## config.mk

```make
export PLATFORM = sky130hd
export DESIGN_NAME = tmode_mux
export DESIGN_NICKNAME = d
export VERILOG_FILES = /design/src/rtl/tmode_mux.sv
export SDC_FILE = /design/constraint.sdc
export NUM_CORES = 1
export LEC_CHECK = 0
export BUFFER_PORTS_ARGS = -buffer_cell sky130_fd_sc_hd__buf_2
export CAP_MARGIN = 20
export CORE_AREA = 2 2 39 41
export CTS_BUF_LIST = sky130_fd_sc_hd__clkbuf_4 sky130_fd_sc_hd__clkbuf_8 sky130_fd_sc_hd__clkbuf_16
export DETAILED_ROUTE_END_ITERATION = 6
export DIE_AREA = 0 0 41 43
export GPL_ROUTABILITY_DRIVEN = 0
export PLACE_DENSITY = 0.74
export SLEW_MARGIN = 20
export SYNTH_ARGS = -nofsm -noshare
export SYNTH_HDL_FRONTEND = slang
export SYNTH_SLANG_ARGS = --single-unit
export TNS_END_PERCENT = 100
```

## constraint.sdc

```tcl
create_clock -name clk -period 1.94 [get_ports clk]
set_clock_uncertainty 0.1 [all_clocks]
set_input_delay 0 -clock clk [delete_from_list [all_inputs] [get_ports clk]]
set_output_delay 0 -clock clk [all_outputs]
set_load 0.1 [all_outputs]
```

## src/rtl/tmode_mux.sv

```systemverilog
module tmode_mux #(
  parameter int PA_W  = 8,
  parameter int DIV_W = 6
) (
  input  logic            clk,
  input  logic            por_n,
  input  logic            tst0_n,
  input  logic            tst1_n,
  input  logic            urst_n,
  input  logic [PA_W-1:0] porta_i,
  input  logic            ext_wake_i,
  input  logic            osc_main_i,
  input  logic            pll_clk_i,
  input  logic            main_pin_i,
  input  logic            rtc_osc_i,
  input  logic            rtc_pin_i,
  input  logic            osc_en_i,
  input  logic            pd0_func_i,
  output logic            main_clk_o,
  output logic            rtc_clk_o,
  output logic            pll_bypass_o,
  output logic            pd0_o,
  output logic            tst_a_o,
  output logic            tst_b_o,
  output logic            tst_fast_start_o,
  output logic            tst_clk_o,
  output logic            tst_vid_fast_o,
  output logic            pll_test_sel_o,
  output logic            osc_on_o,
  output logic            core_hold_o,
  output logic            wake_req_o,
  output logic            div_o
);

  typedef enum logic [1:0] {M_NORM = 2'd0, M_BYP = 2'd1, M_BUS = 2'd2, M_OSC = 2'd3} mode_t;

  mode_t            mode_q;
  logic             cap_done;
  logic [DIV_W-1:0] cnt;

  always_ff @(posedge clk or negedge por_n) begin
    if (!por_n) begin
      mode_q   <= M_NORM;
      cap_done <= 1'b0;
    end else if (!cap_done) begin
      cap_done <= 1'b1;
      unique case ({tst0_n, tst1_n})
        2'b10:   mode_q <= M_BYP;
        2'b01:   mode_q <= urst_n ? M_BUS : M_OSC;
        default: mode_q <= M_NORM;
      endcase
    end
  end

  always_ff @(posedge clk or negedge por_n) begin
    if (!por_n) cnt <= '0;
    else        cnt <= cnt + 1'b1;
  end

  assign div_o = cnt[DIV_W-1];

  wire is_byp = (mode_q == M_BYP);
  wire is_bus = (mode_q == M_BUS);
  wire is_osc = (mode_q == M_OSC);

  always_comb begin
    unique case (mode_q)
      M_BYP:   main_clk_o = main_pin_i;
      M_BUS:   main_clk_o = osc_main_i;
      default: main_clk_o = pll_clk_i;
    endcase
  end

  assign rtc_clk_o    = is_byp ? rtc_pin_i : rtc_osc_i;
  assign pll_bypass_o = is_byp | is_bus;
  assign pd0_o        = is_byp ? osc_en_i : pd0_func_i;

  assign tst_a_o          = is_bus & porta_i[0];
  assign tst_b_o          = is_bus & porta_i[1];
  assign tst_fast_start_o = is_bus & porta_i[2];
  assign tst_clk_o        = is_bus & porta_i[3];
  assign tst_vid_fast_o   = is_bus & porta_i[4];

  assign pll_test_sel_o = is_osc & porta_i[5];
  assign osc_on_o       = is_osc ? porta_i[4] : osc_en_i;
  assign core_hold_o    = is_osc;

  assign wake_req_o = ext_wake_i | (~is_bus & (|porta_i));

  p_mode_held_r2: assert property (@(posedge clk) disable iff (!por_n)
    (cap_done && $past(cap_done)) |-> $stable(mode_q));

  p_wake_gate_r5: assert property (@(posedge clk) disable iff (!por_n)
    (is_bus && !ext_wake_i) |-> !wake_req_o);

  p_strobe_idle_r8: assert property (@(posedge clk) disable iff (!por_n)
    !is_bus |-> !(tst_a_o | tst_b_o | tst_fast_start_o | tst_clk_o | tst_vid_fast_o));

  p_div_runs_r9: assert property (@(posedge clk) disable iff (!por_n)
    (cap_done && $past(cap_done)) |-> (cnt == DIV_W'($past(cnt) + 1'b1)));

  p_byp_pll_r3: assert property (@(posedge clk) disable iff (!por_n)
    (pd0_o != pd0_func_i) |-> pll_bypass_o);

endmodule

```

==> impl_summary.md, run 1 <==
Die
The cell row count is 14. The number of ports placed on the die boundary is 35. The floorplan die width is 41 µm. The floorplan step defined a die boundary enclosing 1760 µm².

The core region area is 1380 µm². The initial utilization of the core area, before any placement, comes to 39.0%. The overall die height is 43 µm.

STA
Hold is met by 0.00421 ns. The max-slew violation count is 0. The ratio of final minimum period to clock period is 89.8%.

The number of hold violations in the final report is 0. The maximum clock rate is 574 MHz. The worst path meets setup with 0.198 ns of slack. Setup violations remaining at the end of the flow were counted as 0. Setup repair after global routing left no endpoint under its margin. Setup total negative slack on the finished layout was measured at 0 ns. The clock period minus worst slack is 1.74 ns.

Clocking
The count of clock tree sinks is 9. The clock passes through at most 2 buffers. The later pin in the worst-skew pair is clocked with a latency of 0.25 ns.

In this run, CTS created clock tree buffers numbering 3. In this run the number of H-tree levels came out at 1. The clock transition at the registers of the reported paths is 0.06 ns.

The cell sitting at the root of the clock tree is a sky130_fd_sc_hd__clkbuf_4. Post-CTS repair changed the size of 0 cells. For this design, the CTS-stage hold fixing added 2 buffers.

TritonCTS built the clock tree. Buffers added to address setup during post-CTS repair amount to 0.

Place
The final HPWL from detailed placement is 845 µm. Once placement completed, the tool counted placed cells totaling 102. OpenSTA, run right after detailed placement, puts the worst setup slack at 0.445 ns. The number of buffer cells added on primary ports is 34.

Pwr
The leakage power total is 0.442 nW. IR analysis of the VDD net gives a maximum drop of 0.390 mV. The switching share of power is 43.3%.

For this design the ratio of total power to cell area is 761 nW/µm². Combinational logic burns 42.1% of the power. The part of the power in the clock network is 24.9%. Internal power comes to 340 µW. The switching component of the power is 260 µW. The sequential cell fraction of total power is 33.0%.

Final layout
The layout has 123 filler cells. The finished layout holds 108 standard cells, fillers aside. The final net count is 121. The share of layout cells above drive strength 1 is 50.0%. The synthesis-to-finish area growth is 45.9%.

Leaving out fill and tap cells, the most frequent cell in the layout is sky130_fd_sc_hd__buf_2. In the layout the commonest cells are sky130_fd_sc_hd__buf_2, sky130_fd_sc_hd__dfrtp_1, sky130_fd_sc_hd__inv_1. The antenna diode count is 0.

Yosys
The average instance area after synthesis is 10.4 µm². The Yosys step of the flow raised 0 warnings. The gate count after technology mapping is 52. The post-synthesis net count is 80. The sequential-to-total area share from yosys stat is 41.8%. The synthesized netlist contains 18 unique library cells. The mapped netlist covers 539 µm².

After synthesis the netlist holds a flip-flop and latch count of 9.

Setup path
Among cell families on the critical path, the largest total delay comes from buffers and inverters. The data arrival time of the critical path is 1.64 ns. STA classifies the critical path startpoint as a flip-flop. The endpoint identified for the worst register-to-register timing path is cnt[4].

The worst register-to-register path has a depth of 3. For the worst setup path, the data required time is 1.84 ns. The critical register-to-register path startpoint is cnt[0]. The standard cell with the maximum stage delay on the critical path is sky130_fd_sc_hd__buf_2. The worst setup path is captured at a primary output. The stage delay of the slowest cell on the critical path is 0.43 ns. In this run the register-to-register setup slack is 0.90 ns. The critical path is of the reg -> out type. The critical path goes through inv_1, ha_1, a22oi_1, o21ai_2, buf_2. Of all nets on the critical path, the largest fanout is 7. The number of buffers and inverters on the critical path is 2.

Route
The number of detailed-route iterations in the first pass is 3. The total wire length after detailed routing is 994 µm. The number of design rule violations left after detail routing is 0. In the final routed layout, each cell accounts on average for 9.20 µm. The number of violations reported at the end of detailed-routing iteration 0 is 2. Using the TritonRoute via totals, the vias-per-cell ratio works out to 4.66. The total number of vias is 503. The final antenna-violating net count is 0.

Min path
The beginning of the worst hold path is urst_n. The worst hold path passes through 4 cells. The worst min-delay path class is in -> reg. The path with the worst hold slack has its endpoint at mode_q[0].

Global routing
The first global-routing pass estimated 1530 µm of wire. The total overflow left after global routing is 0. The initial antenna violation count is 0. Entering global routing, the biggest net connects 10 pins. Across every metal layer, demand over resource in global routing totals 12.5%. The number of global-route vias before repair is 425.

Job
The number of maximum-capacitance violations is 0.

Run status
The run finished with clean final reports.
-- cell families (layout without fill, tap and decap cells) --
group                    count (synthesis)  count (layout)  share of synthesized area, %
flip-flops                               9               9                          41.8
AO/OA/AOI/OAI                            5               5                          5.57
multiplexers                             4               4                          8.35
buffers and inverters                    7              47                          4.87
adder cells (fa/ha/maj)                  7               7                          16.2
other                                    1               1                         0.695
XOR/XNOR                                 4               4                          6.50
AND/OR/NAND/NOR                         15              15                          16.0
-- routing by layer --
| layer | GRT usage, % | wire length, µm | up-vias |
|---|---|---|---|
| li1 | - | - | 250 |
| met1 | 13.3 | 398 | 231 |
| met2 | 22.2 | 490 | 22 |
| met3 | 4.71 | 105 | 0 |
| met4 | 2.00 | 0 | 0 |
| met5 | 0 | 0 | - |
-- worst max path at each step --
stage,startpoint,to,cells after the start
finish,mode_q[0],main_clk_o,5
detailed placement,mode_q[0],main_clk_o,5
floorplan,mode_q[0],main_clk_o,3
global route,mode_q[0],main_clk_o,5
global placement,mode_q[0],main_clk_o,5
CTS,mode_q[0],main_clk_o,5
-- registers in the layout, indices dropped and copies added (netlist names) --
signal    flops
cap_done      1
cnt           6
mode_q        2
-- worst register-to-register path, delay by kind of cell, from the launching register on --
kind / cells / cell delay (ns)
adder cells (fa/ha/maj): 1 / 0.23
XOR/XNOR: 1 / 0.12
flip-flops: 1 / 0.41
AND/OR/NAND/NOR: 1 / 0.10
-- cells in the mapped netlist (all sizes together) --
master	number	area share [%]
a21oi	2	1.9
a22oi	1	1.4
and2	6	7.2
and3	1	1.2
conb	1	0.70
dfrtp	9	42
ha	7	16
inv	7	4.9
mux2	4	8.4
nand2	2	1.4
nand3	3	2.8
nor4	2	2.3
o21ai	1	0.93
o31ai	1	1.4
or2	1	1.2
xnor2	3	4.9
xor2	1	1.6
-- stage by stage --
step           instance area, µm²  util (%)  total power, mW
2_1_floorplan                 547         -            0.401
3_3_place_gp                  737      53.3            0.449
3_5_place_dp                  737      53.3            0.452
4_1_cts                       787      56.9            0.609
5_1_grt                       787      56.9            0.632
6_report                      787      56.9            0.599
-- power by group through the flow --
stage          Sequential [mW]  Combinational [mW]  Clock (mW)
2_1_floorplan            0.200               0.201           0
3_3_place_gp             0.201               0.248           0
3_5_place_dp             0.201               0.251           0
4_1_cts                  0.198               0.255       0.157
5_1_grt                  0.199               0.266       0.168
6_report                 0.198               0.252       0.149
-- layout make-up --
class | instances | area, µm² | share of cell area (%)
clock buffer | 4 | 30.0 | 3.82
timing repair buffer | 36 | 190 | 24.2
tap | 16 | 20.0 | 2.54
inverter | 7 | 26.3 | 3.34
sequential | 9 | 225 | 28.6
multi-input combinational | 36 | 295 | 37.5
No activity file was read; power rests on OpenSTA's default activity.
==> run 2: changes to the inputs <==
==> constraint.sdc (replaced) <==
create_clock -name clk -period 1.94 [get_ports clk]
set_clock_uncertainty 0.1 [all_clocks]
set_input_delay 0.194 -clock clk [delete_from_list [all_inputs] [get_ports clk]]
set_output_delay 0.194 -clock clk [all_outputs]
set_load 0.1 [all_outputs]
==> run 2 against run 1 <==
Effect of this change:
- via count up 0.60%
- critical path depth is 2 lower
- non-clock buffer count is 1 lower
- die area unchanged
- sequential share of layout area is 0.36 points lower
- cell count shrank 0.93%
- design area grew 1.3%
- first-iteration DRC count rose by 50%
- total power up 2.7%
- sequential cell count unchanged
- utilization rose by 0.72 points
- highest routed layer is now met4
==> impl_summary.md, run 2 (same netlist as run 1, synthesis figures left out) <==
Clocking
The root buffer selected by CTS is sky130_fd_sc_hd__clkbuf_4. Counting every sink on the clock net gives 9. CTS built an H-tree with a depth of 1. The clock transition at the registers of the reported paths is 0.06 ns.

The source-to-sink clock delay at the later pin of the worst-skew pair is 0.25 ns. TritonCTS built the clock tree. In this run the post-CTS setup repair buffer count came out at 0. Clock tree synthesis inserted a total of 3 buffers. Counting along the longest clock path gives a buffer depth of 2.

Setup path
Data on the critical path is required at its endpoint by 1.65 ns. The worst setup path is captured at a primary output. By startpoint and endpoint, the worst setup path is classified as reg -> out. STA classifies the critical path startpoint as a flip-flop.

The largest fanout of any net on the critical path is 4. STA puts the critical path data arrival time at 1.56 ns.

Final layout
In the final layout, the share of cells above drive strength 1 is 50.5%. Leaving out fill and tap cells, the most frequent cell in the layout is sky130_fd_sc_hd__buf_2. Leaving out filler cells and counting taps, the final layout contains 107. The final net count is 120.

The core occupancy in the finished layout is 57.6%. In the layout the commonest cells are sky130_fd_sc_hd__buf_2, sky130_fd_sc_hd__dfrtp_1, sky130_fd_sc_hd__inv_1. The largest registers in the layout are cnt: 6 flops, mode_q: 2 flops, cap_done: 1 flops. The synthesis-to-finish area growth is 47.8%.

The flip-flop count of the largest register after layout is 6. Ranked by flip-flop count, first place goes to cnt. The repair_antennas step left the layout with diodes totalling 0.

Pwr
The leakage power total is 0.443 nW. VDD sags by at most 0.361 mV. The total power divided by cell area is 772 nW/µm².

Die
In this run the vertical extent of the chip is 43 µm. The die covers 1760 µm². The number of ports placed on the die boundary is 35.

The floorplan die width is 41 µm. The starting utilization of the core area is 39.0%. In this run the core area contains 14 standard-cell rows. The core region area is 1380 µm².

STA
The ratio of final minimum period to clock period is 95.7%. Based on the critical path, the design can be clocked at up to 539 MHz. The final setup violation count is 0. The number of hold violations in the final report is 0.

Summed over all failing endpoints, the final setup total negative slack is 0 ns. Setup repair after global routing left no endpoint under its margin. The max-slew violation count is 0. The clock period minus worst slack is 1.86 ns.

The worst hold slack is 0.180 ns.

Route
The number of violations reported at the end of detailed-routing iteration 0 is 3. Dividing the detail-routed via count by the number of cells gives 4.73. The first TritonRoute pass finished after 4 iterations. After detailed routing, the average wire length per cell comes to 9.93 µm.

The final layout contains routed wiring with a total length of 1060 µm. Across all layers, the routed design uses 506 vias. The count of nets left with antenna violations once routing finished came out at 0.

The number of design rule violations left after detail routing is 0.

Place
During placement, the flow inserted port buffers numbering 34. The placed cell count is 102. Once detailed placement completed, the half-perimeter wirelength came to 944 µm.

Global routing
The initial antenna violation count is 0. The number of global-route vias before repair was 448. The first global-routing pass estimated 1580 µm of wire. Across every metal layer, demand over resource in global routing totals 13.6%. The total overflow left after global routing is 0. The maximum number of pins on one net before global-route repair is 10.

Job
The number of maximum-capacitance violations is 0.

Run status
The flow ran to the end, and the final reports show no timing, DRC or antenna violations.

Min path
The worst hold path belongs to the class in -> reg.
run 2: cell types whose count changed in the layout (fill, tap and decap cells not counted):
cell,previous run,this run
sky130_fd_sc_hd__buf_12,0,1
sky130_fd_sc_hd__buf_2,34,31
sky130_fd_sc_hd__clkbuf_4,4,6
sky130_fd_sc_hd__dlygate4sd3_1,2,1
run 2: area by class of cell:
class                   instances  area, µm²
fillers                       135        587
clock buffers                   4       30.0
inverters                       7       26.3
repair buffers                 35        200
flip-flops and latches          9        225
well taps                      16       20.0
multi-input cells              36        295
run 2: final timing paths:
check	start	endpoint	slack, ns	cells past startpoint
max reg2reg	cnt[0]	cnt[4]	0.92	3
max	mode_q[0]	pd0_o	0.08	3
min reg2reg	cnt[0]	cnt[0]	0.37	1
max in group asynchronous	por_n	mode_q[1]	1.36	2
min	tst1_n	mode_q[0]	0.18	3
min in group asynchronous	por_n	cnt[4]	0.21	2
run 2: what timing repair did:
action | 4_1_cts | 5_1_grt
gates resized for setup | 0 | 2
setup endpoints to repair | 0 | 2
hold buffers | 1 | 0
endpoints found under the hold margin | 9 | 0
run 2: report_power, final:
part           total (mW)  internal [mW]  switching [mW]
logic               0.266         0.0649           0.201
clock network       0.153         0.0929          0.0597
registers           0.197          0.193         0.00470
total               0.615          0.350           0.265
run 2: through the flow:
stage                     setup slack, ns  total power, mW  instance area [µm²]
after floorplan                    0.0619            0.401                  547
after global placement              0.358            0.462                  752
after detailed placement            0.331            0.466                  752
after CTS                          0.0435            0.625                  792
after global routing             0.000920            0.648                  797
final                              0.0833            0.615                  797
run 2: critical path, stage by stage (launching register included):
cell                      delay [ns]
sky130_fd_sc_hd__dfrtp_1        0.41
sky130_fd_sc_hd__ha_1           0.25
sky130_fd_sc_hd__mux2_2         0.23
sky130_fd_sc_hd__buf_2          0.41
run 2: routing by layer:
metal  track usage [%]  share of wire (%)
met5                 0                  0
met4              8.00                1.6
met3              3.14                 11
met2              25.3                 55
met1              11.5                 33
